**src/rtl/memerr_pkg.sv**
```systemverilog
package memerr_pkg;

  // Classification of one incoming error report
  typedef enum logic [2:0] {
    EV_NONE      = 3'd0,
    EV_CE_LOC    = 3'd1,
    EV_UE_LOC    = 3'd2,
    EV_CE_NOINFO = 3'd3,
    EV_UE_NOINFO = 3'd4
  } evt_kind_e;

  function automatic logic is_noinfo(evt_kind_e k);
    return (k == EV_CE_NOINFO) || (k == EV_UE_NOINFO);
  endfunction

  function automatic logic is_located(evt_kind_e k);
    return (k == EV_CE_LOC) || (k == EV_UE_LOC);
  endfunction

endpackage

```
**src/rtl/memerr_evt_decode.sv**
```systemverilog
module memerr_evt_decode
  import memerr_pkg::*;
#(
  parameter int NUM_CH   = 3,
  parameter int NUM_SLOT = 3,
  localparam int NMOD    = NUM_CH * NUM_SLOT,
  localparam int CH_W    = (NUM_CH > 1) ? $clog2(NUM_CH) : 1,
  localparam int SLOT_W  = (NUM_SLOT > 1) ? $clog2(NUM_SLOT) : 1,
  localparam int MOD_W   = (NMOD > 1) ? $clog2(NMOD) : 1
) (
  input  logic              valid_i,
  input  logic              uncorr_i,
  input  logic              loc_ok_i,
  input  logic [CH_W-1:0]   ch_i,
  input  logic [SLOT_W-1:0] slot_i,
  output evt_kind_e         kind_o,
  output logic [MOD_W-1:0]  mod_o
);

  logic in_range;

  always_comb begin
    in_range = (int'(ch_i) < NUM_CH) && (int'(slot_i) < NUM_SLOT);
    mod_o    = in_range ? MOD_W'(int'(ch_i) * NUM_SLOT + int'(slot_i)) : '0;
    if (!valid_i)
      kind_o = EV_NONE;
    else if (loc_ok_i && in_range)
      kind_o = uncorr_i ? EV_UE_LOC : EV_CE_LOC;
    else
      kind_o = uncorr_i ? EV_UE_NOINFO : EV_CE_NOINFO;
  end

endmodule

```
**src/rtl/memerr_sat_ctr.sv**
```systemverilog
module memerr_sat_ctr #(
  parameter int W = 16
) (
  input  logic         clk,
  input  logic         rst,
  input  logic         clr_i,
  input  logic         inc_i,
  output logic [W-1:0] q_o
);

  localparam logic [W-1:0] MAXV = '1;

  always_ff @(posedge clk) begin
    if (rst || clr_i)
      q_o <= '0;
    else if (inc_i && (q_o != MAXV))
      q_o <= q_o + 1'b1;
  end

  AST_NO_WRAP: assert property (@(posedge clk) disable iff (rst)
    (q_o == MAXV && !clr_i) |=> (q_o == MAXV));

  AST_CLEAR_WINS: assert property (@(posedge clk) disable iff (rst)
    clr_i |=> (q_o == '0));

  AST_STEP_ONE: assert property (@(posedge clk) disable iff (rst)
    (!clr_i && !inc_i) |=> $stable(q_o));

endmodule

```
**src/rtl/memerr_sec_timer.sv**
```systemverilog
module memerr_sec_timer #(
  parameter int TICK_DIV = 100_000_000,
  parameter int TIME_W   = 32,
  localparam int DIV_W   = (TICK_DIV > 1) ? $clog2(TICK_DIV) : 1
) (
  input  logic              clk,
  input  logic              rst,
  input  logic              clr_i,
  output logic [TIME_W-1:0] secs_o
);

  localparam logic [DIV_W-1:0]  DIV_LAST = DIV_W'(TICK_DIV - 1);
  localparam logic [TIME_W-1:0] SEC_MAX  = '1;

  logic [DIV_W-1:0] div_q;
  logic             tick;

  assign tick = (div_q == DIV_LAST);

  always_ff @(posedge clk) begin
    if (rst || clr_i) begin
      div_q  <= '0;
      secs_o <= '0;
    end else begin
      div_q <= tick ? '0 : div_q + 1'b1;
      if (tick && (secs_o != SEC_MAX))
        secs_o <= secs_o + 1'b1;
    end
  end

  AST_DIV_RANGE: assert property (@(posedge clk) disable iff (rst)
    (int'(div_q) < TICK_DIV));

  AST_SEC_STEP: assert property (@(posedge clk) disable iff (rst)
    !clr_i |=> (secs_o == $past(secs_o) || secs_o == $past(secs_o) + 1'b1));

  AST_SEC_RESTART: assert property (@(posedge clk) disable iff (rst)
    clr_i |=> (secs_o == '0));

endmodule

```
**src/rtl/memerr_count_bank.sv**
```systemverilog
module memerr_count_bank
  import memerr_pkg::*;
#(
  parameter int NUM_CH   = 3,
  parameter int NUM_SLOT = 3,
  parameter int CNT_W    = 16,
  parameter int TIME_W   = 32,
  parameter int TICK_DIV = 100_000_000,
  localparam int NMOD    = NUM_CH * NUM_SLOT,
  localparam int CH_W    = (NUM_CH > 1) ? $clog2(NUM_CH) : 1,
  localparam int SLOT_W  = (NUM_SLOT > 1) ? $clog2(NUM_SLOT) : 1,
  localparam int MOD_W   = (NMOD > 1) ? $clog2(NMOD) : 1,
  localparam int NUM_REG = 2 * NMOD + NUM_SLOT + 5,
  localparam int ADDR_W  = $clog2(NUM_REG + 1)
) (
  input  logic              clk,
  input  logic              rst,
  input  logic              clr_i,
  input  logic              evt_valid_i,
  input  logic              evt_uncorr_i,
  input  logic              evt_loc_ok_i,
  input  logic [CH_W-1:0]   evt_ch_i,
  input  logic [SLOT_W-1:0] evt_slot_i,
  input  logic              log_ce_en_i,
  input  logic              log_ue_en_i,
  input  logic              panic_ue_en_i,
  input  logic [ADDR_W-1:0] rd_addr_i,
  output logic [TIME_W-1:0] rd_data_o,
  output logic              log_evt_o,
  output logic              log_uncorr_o,
  output logic              fatal_o
);

  // Read address map
  localparam int A_MOD_UE = NMOD;
  localparam int A_COARSE = 2 * NMOD;
  localparam int A_TOT_CE = 2 * NMOD + NUM_SLOT;
  localparam int A_TOT_UE = A_TOT_CE + 1;
  localparam int A_NI_CE  = A_TOT_CE + 2;
  localparam int A_NI_UE  = A_TOT_CE + 3;
  localparam int A_SECS   = A_TOT_CE + 4;

  evt_kind_e        kind;
  logic [MOD_W-1:0] mod_idx;

  logic [CNT_W-1:0]  mod_ce_q [NMOD];
  logic [CNT_W-1:0]  mod_ue_q [NMOD];
  logic [CNT_W-1:0]  coarse_q [NUM_SLOT];
  logic [CNT_W-1:0]  tot_ce_q, tot_ue_q, ni_ce_q, ni_ue_q;
  logic [TIME_W-1:0] secs_q;
  logic [TIME_W-1:0] rd_nxt;

  memerr_evt_decode #(.NUM_CH(NUM_CH), .NUM_SLOT(NUM_SLOT)) i_decode (
    .valid_i  (evt_valid_i),
    .uncorr_i (evt_uncorr_i),
    .loc_ok_i (evt_loc_ok_i),
    .ch_i     (evt_ch_i),
    .slot_i   (evt_slot_i),
    .kind_o   (kind),
    .mod_o    (mod_idx)
  );

  // Per-module counters, one pair for every channel/slot position
  for (genvar m = 0; m < NMOD; m++) begin : g_mod
    memerr_sat_ctr #(.W(CNT_W)) i_ce (
      .clk(clk), .rst(rst), .clr_i(clr_i),
      .inc_i((kind == EV_CE_LOC) && (mod_idx == MOD_W'(m))),
      .q_o(mod_ce_q[m])
    );
    memerr_sat_ctr #(.W(CNT_W)) i_ue (
      .clk(clk), .rst(rst), .clr_i(clr_i),
      .inc_i((kind == EV_UE_LOC) && (mod_idx == MOD_W'(m))),
      .q_o(mod_ue_q[m])
    );

    AST_NOINFO_MOD: assert property (@(posedge clk) disable iff (rst)
      (is_noinfo(kind) && !clr_i) |=> ($stable(mod_ce_q[m]) && $stable(mod_ue_q[m])));
  end

  // Coarse bank: slot index only, all channels merged, both types
  for (genvar s = 0; s < NUM_SLOT; s++) begin : g_coarse
    memerr_sat_ctr #(.W(CNT_W)) i_cs (
      .clk(clk), .rst(rst), .clr_i(clr_i),
      .inc_i(is_located(kind) && (int'(evt_slot_i) == s)),
      .q_o(coarse_q[s])
    );

    AST_NOINFO_COARSE: assert property (@(posedge clk) disable iff (rst)
      (is_noinfo(kind) && !clr_i) |=> $stable(coarse_q[s]));
  end

  memerr_sat_ctr #(.W(CNT_W)) i_tot_ce (
    .clk(clk), .rst(rst), .clr_i(clr_i),
    .inc_i((kind == EV_CE_LOC) || (kind == EV_CE_NOINFO)), .q_o(tot_ce_q));
  memerr_sat_ctr #(.W(CNT_W)) i_tot_ue (
    .clk(clk), .rst(rst), .clr_i(clr_i),
    .inc_i((kind == EV_UE_LOC) || (kind == EV_UE_NOINFO)), .q_o(tot_ue_q));
  memerr_sat_ctr #(.W(CNT_W)) i_ni_ce (
    .clk(clk), .rst(rst), .clr_i(clr_i),
    .inc_i(kind == EV_CE_NOINFO), .q_o(ni_ce_q));
  memerr_sat_ctr #(.W(CNT_W)) i_ni_ue (
    .clk(clk), .rst(rst), .clr_i(clr_i),
    .inc_i(kind == EV_UE_NOINFO), .q_o(ni_ue_q));

  memerr_sec_timer #(.TICK_DIV(TICK_DIV), .TIME_W(TIME_W)) i_timer (
    .clk(clk), .rst(rst), .clr_i(clr_i), .secs_o(secs_q));

  // Read multiplexer, registered at the port
  always_comb begin
    rd_nxt = '0;
    for (int m = 0; m < NMOD; m++) begin
      if (int'(rd_addr_i) == m)            rd_nxt = TIME_W'(mod_ce_q[m]);
      if (int'(rd_addr_i) == A_MOD_UE + m) rd_nxt = TIME_W'(mod_ue_q[m]);
    end
    for (int s = 0; s < NUM_SLOT; s++)
      if (int'(rd_addr_i) == A_COARSE + s) rd_nxt = TIME_W'(coarse_q[s]);
    if (int'(rd_addr_i) == A_TOT_CE) rd_nxt = TIME_W'(tot_ce_q);
    if (int'(rd_addr_i) == A_TOT_UE) rd_nxt = TIME_W'(tot_ue_q);
    if (int'(rd_addr_i) == A_NI_CE)  rd_nxt = TIME_W'(ni_ce_q);
    if (int'(rd_addr_i) == A_NI_UE)  rd_nxt = TIME_W'(ni_ue_q);
    if (int'(rd_addr_i) == A_SECS)   rd_nxt = secs_q;
  end

  always_ff @(posedge clk) begin
    if (rst) begin
      rd_data_o    <= '0;
      log_evt_o    <= 1'b0;
      log_uncorr_o <= 1'b0;
      fatal_o      <= 1'b0;
    end else begin
      rd_data_o    <= rd_nxt;
      log_evt_o    <= evt_valid_i && (evt_uncorr_i ? log_ue_en_i : log_ce_en_i);
      log_uncorr_o <= evt_valid_i && evt_uncorr_i;
      if (clr_i)
        fatal_o <= 1'b0;
      else if (evt_valid_i && evt_uncorr_i && panic_ue_en_i)
        fatal_o <= 1'b1;
    end
  end

  AST_FATAL_SET: assert property (@(posedge clk) disable iff (rst)
    (evt_valid_i && evt_uncorr_i && panic_ue_en_i && !clr_i) |=> fatal_o);

  AST_FATAL_HOLD: assert property (@(posedge clk) disable iff (rst)
    (fatal_o && !clr_i) |=> fatal_o);

  AST_LOG_CAUSE: assert property (@(posedge clk) disable iff (rst)
    log_evt_o |-> $past(evt_valid_i));

  AST_TOTAL_GE_NOINFO: assert property (@(posedge clk) disable iff (rst)
    (tot_ce_q >= ni_ce_q) && (tot_ue_q >= ni_ue_q));

endmodule

```
**config.mk**
```make
export PLATFORM = sky130hd
export DESIGN_NAME = memerr_count_bank
export DESIGN_NICKNAME = d
export VERILOG_FILES = /design/src/rtl/memerr_pkg.sv /design/src/rtl/memerr_evt_decode.sv /design/src/rtl/memerr_sat_ctr.sv /design/src/rtl/memerr_sec_timer.sv /design/src/rtl/memerr_count_bank.sv
export SDC_FILE = /design/constraint.sdc
export NUM_CORES = 1
export LEC_CHECK = 0
export ABC_AREA = 1
export ABC_CLOCK_PERIOD_IN_PS = 4200
export CORE_MARGIN = 8
export CORE_UTILIZATION = 60
export DETAILED_ROUTE_END_ITERATION = 6
export HOLD_SLACK_MARGIN = 0.15
export PLACE_DENSITY = 0.77
export REMOVE_ABC_BUFFERS = 1
export SLEW_MARGIN = 15
export SYNTH_ARGS = -nofsm -noshare
export SYNTH_HDL_FRONTEND = slang
export SYNTH_SLANG_ARGS = --single-unit
```
**constraint.sdc**
```tcl
create_clock -name clk -period 4.2 [get_ports clk]
set_clock_uncertainty 0.1 [all_clocks]
set_input_delay 0.63 -clock clk [delete_from_list [all_inputs] [get_ports clk]]
set_output_delay 0.63 -clock clk [all_outputs]
set_load 0.1 [all_outputs]
```
After elaboration in Yosys (flattened, before gate mapping)
Index checks and enable logic that the tools add are counted.
- $add $sub $neg: 28
- multiply operators: 1
- order comparisons: 2
- eq/ne operators: 66
- muxes and demuxes: 32
- reductions and logical operators: 61
- operator list (kind ; count):
    32-bit 2-to-1 mux ; 25
    16-bit by 1-bit adder with 16-bit output, second input constant ; 25
    16-bit != test, second input constant ; 25
    5-bit == test, second input constant ; 16
    1-bit logical AND ; 52
    32-bit by 1-bit adder with 32-bit output, second input constant ; 1
    32-bit != test, second input constant ; 1
    5-bit by 4-bit == test with 1-bit output, second input constant ; 6
    27-bit by 1-bit adder with 27-bit output, second input constant ; 1
    27-bit == test, second input constant ; 1
    4-bit by 3-bit == test with 1-bit output, second input constant ; 4
    16-bit 2-to-1 mux ; 1
    5-bit by 3-bit == test with 1-bit output, second input constant ; 2
    3-bit 2-to-1 mux ; 3
    4-bit by 2-bit == test with 1-bit output, second input constant ; 2
    3-bit by 2-bit == test with 1-bit output, second input constant ; 2
    5-bit by 2-bit == test with 1-bit output, second input constant ; 1
    5-bit zero test ; 1
    4-bit by 3-bit adder with 4-bit output ; 1
    2-bit == test, second input constant ; 2
    4-bit by 1-bit == test with 1-bit output, second input constant ; 1
    4-bit == test, second input constant ; 1
    4-bit zero test ; 1
    1-bit logical OR ; 4
    other kinds (9) ; 11
- register bits after elaboration: 494
- output and inout port bits: 35

Depth between registers and ports, before layout
- depth after elaboration: 27
- gate-level depth with buffers: 22

Cells and area by module
A second synthesis with hierarchy kept.
- cells, all modules: 5381
- area, all modules: 32636.3 µm²
- by module, submodules not included (module ; instances ; cells each ; area an instance (µm²) ; seq. area each (µm²)):
    memerr_sat_ctr ; 25 ; 149 ; 950.9 ; 320.3
    memerr_count_bank ; 1 ; 985 ; 4759.6 ; 700.7
    memerr_sec_timer ; 1 ; 646 ; 3936.3 ; 1181.1
    memerr_evt_decode ; 1 ; 25 ; 167.7 ; 0.0

Least setup slack after synthesis
OpenSTA, ideal clock, no wires.
- path kind: input-to-reg
- from: input port evt_ch_i[0]
- to: register g_mod[4].i_ue.q_o[13]
- setup time: 0.117 ns
- data arrival time: 3.386 ns
- path slack: 0.597 ns
- stages on the path: 21
- path through: fa_1 ha_1 inv_1 fa_1 inv_1 nand3_1 inv_2 nand4_1 inv_1 and2_1 buf_2 nand4_1 nor2_1 inv_1 nor3_1 inv_1 nor2_1 nand3_1 nand3b_1 o21ai_1 a21oi_1
- cells in the longest elaborated chain, start to end: 8
- elaborated cells between the ends (all ways): 12
- those cells by class: 1 x add/sub; 1 x mul; 1 x order compare; 2 x eq/ne; 3 x mux; 4 x reduce/logical
- ends and longest elaborated chain (element ; line ; RTL):
    start: declaration ; memerr_count_bank.sv:22 ; input logic [CH_W-1:0] evt_ch_i,
    branches (longest 6 deep; another with 2-bit by 2-bit multiplier with 4-bit output) ; n/a ;
    1-bit logical AND (*) ; memerr_count_bank.sv:72 ; .inc_i((kind == EV_UE_LOC) && (mod_idx == MOD_W'(m))),
    1-bit logical AND (*) ; memerr_sat_ctr.sv:16 ; else if (inc_i && (q_o != MAXV))
    end signal: assignment ; memerr_sat_ctr.sv:17 ; q_o <= q_o + 1'b1;
    end: declaration ; memerr_sat_ctr.sv:8 ; output logic [W-1:0] q_o
Every way passes the cells marked *.
A chain may end at the register's enable or synchronous reset.

Worst setup path in the final report
- from: input port evt_slot_i[1]
- to: register g_mod[6].i_ue.q_o[14]
- cells in the longest elaborated chain, start to end: 8
- elaborated cells between the ends (all ways): 11
- those cells by class: 1 x add/sub; 1 x order compare; 2 x eq/ne; 3 x mux; 4 x reduce/logical
- ends and longest elaborated chain (element ; line ; RTL):
    start: declaration ; memerr_count_bank.sv:23 ; input logic [SLOT_W-1:0] evt_slot_i,
    2-bit < comparator ; memerr_evt_decode.sv:23 ; in_range = (int'(ch_i) < NUM_CH) && (int'(slot_i) < NUM_SLOT);
    1-bit logical AND ; memerr_evt_decode.sv:23 ;
    1-bit logical AND ; memerr_evt_decode.sv:27 ; else if (loc_ok_i && in_range)
    3-bit 2-to-1 mux ; memerr_evt_decode.sv:27 ;
    3-bit 2-to-1 mux ; memerr_evt_decode.sv:25 ; if (!valid_i)
    3-bit by 2-bit == test with 1-bit output ; memerr_count_bank.sv:72 ;
    1-bit logical AND (*) ; memerr_count_bank.sv:72 ;
    1-bit logical AND (*) ; memerr_sat_ctr.sv:16 ;
    end signal: assignment ; memerr_sat_ctr.sv:17 ;
    end: declaration ; memerr_sat_ctr.sv:8 ;
Mark *: on every way between the ends. The rest lies on a longest branch, timed or not.

==> metrics.md <==
| Metric | Value |
|---|---|
| Status | finished, final reports clean |
| Vias in the first global route | 24,523 |
| Post-Syn Area | roughly 26,000 sq um |
| Drt total wl | 75.7 mm |
| Cells after Synth | 3,985 |
| Top cells by area, synth | dfxtp_1 38%, nand2_1 11%, inv_1 8.8%, nor2_1 7.3%, a21oi_1 6.1% |
| Core area | ~43,000 sq um |
| Critical Path Max Stage Delay | roughly 0.46 ns |
| Max transition margin | 0.303 |
| Top cells by count, synth | 786 x nand2_1, 615 x inv_1, 512 x nor2_1, 494 x dfxtp_1, 320 x a21oi_1 |
| CTS Hold Bufs | 0 |
| First-pass GRT wire length | between 100 and 150 mm |
| Crit path DAT | approximately 4.4 ns |
| IO buf count | between 50 and 60 |
| Delay-heaviest family, CP | simple AND/OR/NAND/NOR gates |
| Largest net degree at the start of global routing | 151 |
| CP Max Fanout | 5 |
| Clk sinks | about 500 |
| CP Buf/Inv Count | 6 |
| Synth top area share | 0.378 |
| Synth cell types | 55 |
| Total congestion overflow | 0 |
| Fraction of registers with async set/reset | 0 |
| Hold Startpoint | i_timer.div_q[0] |
| Die Wd | roughly 220 um |
| Setup crit end kind | flop |
| Final period util | 0.939 |
| Worst path cell trace | clkdlybuf4s50_1 -> buf_4 -> fa_1 -> ha_1 -> inv_1 -> fa_1 -> inv_1 -> nand3_4 -> inv_4 -> nand2_1 -> nor2_2 -> o21ai_2 -> buf_4 -> nor2_1 -> nand4_1 -> nor3_1 -> nand3_1 -> nor3_1 -> o21ai_0 -> a21oi_1 |
| Hold Path Class | reg2reg |
| DRC viols | 0 |
| Top_reg_cell synth | dfxtp_1 |
| Multi-input combinational cell area | between 10,000 and 15,000 sq um |
| Synth Warn # | 0 |
| CTS root buf | clkbuf_16 |
| Placed cell areas | between 20,000 and 30,000 sq um |
| Clock share of power | 0.471 |
| Dpl hpwl | 55.7 mm |
| Setup violations, final | 0 |
| Switching Share | 0.233 |
| Tot Pwr | about 9.8 mW |
| Max rail drop VDD | between 0.0002 and 0.0003 V |
| Number of DRC violations after detailed-routing iteration 0 | about 2,800 |
| TritonCTS clock tree | done |
| Leading area contributor after synthesis | dfxtp_1 |
| Syn Area/Cell | approximately 6.6 sq um |
| Worst reg2reg path startpoint | g_mod[1].i_ce.q_o[9] |
| Fin area | about 31,000 sq um |
| Row Count | 76 |
| Die ar. | a little over 50,000 sq um |
| Post-synth EDFFs | 0 |
| Max_cap viols | 0 |
| Slew @ Worst Pin | 1.04 ns |
| P&R area growth vs syn | 17.6% |
| Clk slew on worst S/H paths | roughly 0.060 ns |
| Register share of total power | 0.478 |
| Worst Path Required | between 4 and 5 ns |
| Final hold violation count | 0 |
| Most common cell in the netlist | nand2_1 |
| I/O pin total | 53 |
| H-Tree Depth | 2 |
| Share of cells above drive strength 1 | 0.101 |
| Critical path launch point type | primary input |
| Final RePlAce weighted congestion | between 0.9 and 1 |
| Initial antenna violation count | 1 |
| DR WL/cell | 15.5 um |
| Flops & latches, synth | just under 500 |
| First-pass DRT Iterations | 7 |
| Final Critical Period | roughly 4 ns |
| Worst r2r path cells | 16 |
| Final count of pins violating max slew | 0 |
| Vias per cell | approximately 5.6 |
| Hold Crit Endpoint | i_timer.div_q[0] |
| ANT nets after route | 0 |
| Critical R2R Capture | rd_data_o[9] |
| Fmax | 254 MHz |
| Total CTS buffers | 53 |
| Comb power frac | 0.051 |
| Setup CP Type | in2reg |
| Sequential Area | about 9900 sq um |
| Worst skew pair latency | about 0.60 ns |
| Pwr dens | 320 nW/um^2 |
| Leakage | around 10 nW |
| Fin nets | approximately 4,300 |
| FF-to-FF setup slack | between 1 and 1.5 ns |
| Int Power | 7.55 mW |
| Initial Utilization | 0.607 |
| Die H | 225 um |
| Crit path max-delay cell type | clkdlybuf4s50_1 |
| Worst Hold Path Cells | 1 |
| Vias | roughly 27,000 |
| Psw | 2.29 mW |
| Seq/Total Area, Yosys | 0.378 |
| Total track usage | 0.290 |
| CTS Buffer Depth | 3 |
| Filler Cells Inserted | around 3,800 |
-- routing by layer --
metal / part of all wire / vias up / GRT usage
met5: 0 / - / 0
met4: 0.030 / 0 / 0.0985
met3: 0.080 / 150 / 0.0387
met2: 0.44 / 1073 / 0.461
met1: 0.45 / 12317 / 0.403
li1: - / 13708 / -
-- layout by cell type (no fill, tap or decap), types with 5 or more instances in the layout --
cell | synthesis | layout
o21ai_0 | 240 | 240
clkbuf_1 | 72 | 13
clkinv_2 | 0 | 7
nand2_2 | 7 | 7
nand4_1 | 148 | 148
nand3_1 | 176 | 175
nor3_2 | 12 | 12
buf_4 | 0 | 246
a31oi_1 | 23 | 23
nor2_2 | 18 | 19
or2_2 | 7 | 7
a211oi_1 | 22 | 22
clkbuf_16 | 0 | 53
clkdlybuf4s50_1 | 0 | 52
nand2_1 | 786 | 786
o21bai_1 | 5 | 5
buf_12 | 0 | 6
dfxtp_1 | 494 | 494
clkbuf_8 | 0 | 12
nor2_4 | 4 | 5
o21ai_1 | 6 | 6
nor4_1 | 59 | 59
ha_1 | 31 | 31
a221oi_1 | 5 | 5
nor3b_1 | 30 | 30
xor2_1 | 10 | 10
nor3_1 | 256 | 256
o221a_2 | 9 | 9
nand3_2 | 6 | 6
a21oi_1 | 320 | 320
inv_2 | 12 | 10
and3_1 | 6 | 6
nor2_1 | 512 | 510
nor4_2 | 7 | 7
inv_1 | 615 | 615
o21a_1 | 31 | 31
-- worst max path at each step --
stage | from | endpoint | slack, ns | depth (start not counted)
floorplan | clr_i | i_timer.div_q[17] | -8.91 | 6
global placement | evt_slot_i[1] | g_mod[4].i_ue.q_o[13] | -0.24 | 22
detailed placement | evt_slot_i[1] | g_mod[4].i_ue.q_o[13] | -0.32 | 22
CTS | evt_slot_i[1] | g_mod[6].i_ue.q_o[14] | 0.18 | 20
global route | evt_slot_i[1] | g_mod[4].i_ue.q_o[13] | -0.05 | 22
finish | evt_slot_i[1] | g_mod[6].i_ue.q_o[14] | 0.26 | 20
-- registers in the layout (all words and copies together) (netlist names) --
name	flops
fatal_o	1
g_coarse.i_cs.q_o	48
g_mod.i_ce.q_o	144
g_mod.i_ue.q_o	144
i_ni_ce.q_o	16
i_ni_ue.q_o	16
i_timer.div_q	27
i_timer.secs_o	32
i_tot_ce.q_o	16
i_tot_ue.q_o	16
log_evt_o	1
log_uncorr_o	1
rd_data_o	32
-- through the flow --
step,hold WS [ns],util,cells,TNS [ns],setup WS [ns]
after global routing,0.369,0.714,4880,-0.0550,-0.0550
after global placement,0.332,0.674,4786,-3.88,-0.241
after CTS,0.352,0.713,4876,0,0.179
after detailed placement,0.340,0.674,4786,-8.10,-0.317
final,0.347,0.714,4880,0,0.256
after floorplan,0.318,-,3900,-2646.46,-8.91
-- repair_timing --
action                                  CTS  global route
endpoints found under the setup margin    0             4
gates resized for setup                   0             4
setup buffers                             0             3
-- kinds of logic after synthesis --
| logic type | Yosys count | share of synthesized area |
|---|---|---|
| adders and majority gates | 33 | 0.0164 |
| and+or+nand+nor | 2047 | 0.354 |
| xor gates and xnor gates | 12 | 0.00402 |
| buffers and inverters | 716 | 0.103 |
| AOI/OAI and AO/OA | 683 | 0.145 |
| DFF | 494 | 0.378 |
-- power groups by stage --
stage	combinational, mW	clock [mW]	sequential [mW]
6_report	0.500	4.64	4.70
5_1_grt	0.534	4.85	4.70
4_1_cts	0.483	4.68	4.70
3_5_place_dp	0.481	0	4.81
3_3_place_gp	0.476	0	4.81
2_1_floorplan	0.259	0	4.85
-- layout make-up --
class,count,share of cell area
multi-input combinational,2775,0.442
antenna,1,0.0000813
inverter,631,0.0772
clock inverter,12,0.00460
clock buffer,78,0.0501
tap,585,0.0238
sequential,494,0.321
timing repair buffer,304,0.0809
Power figures use the tool's default switching activity.
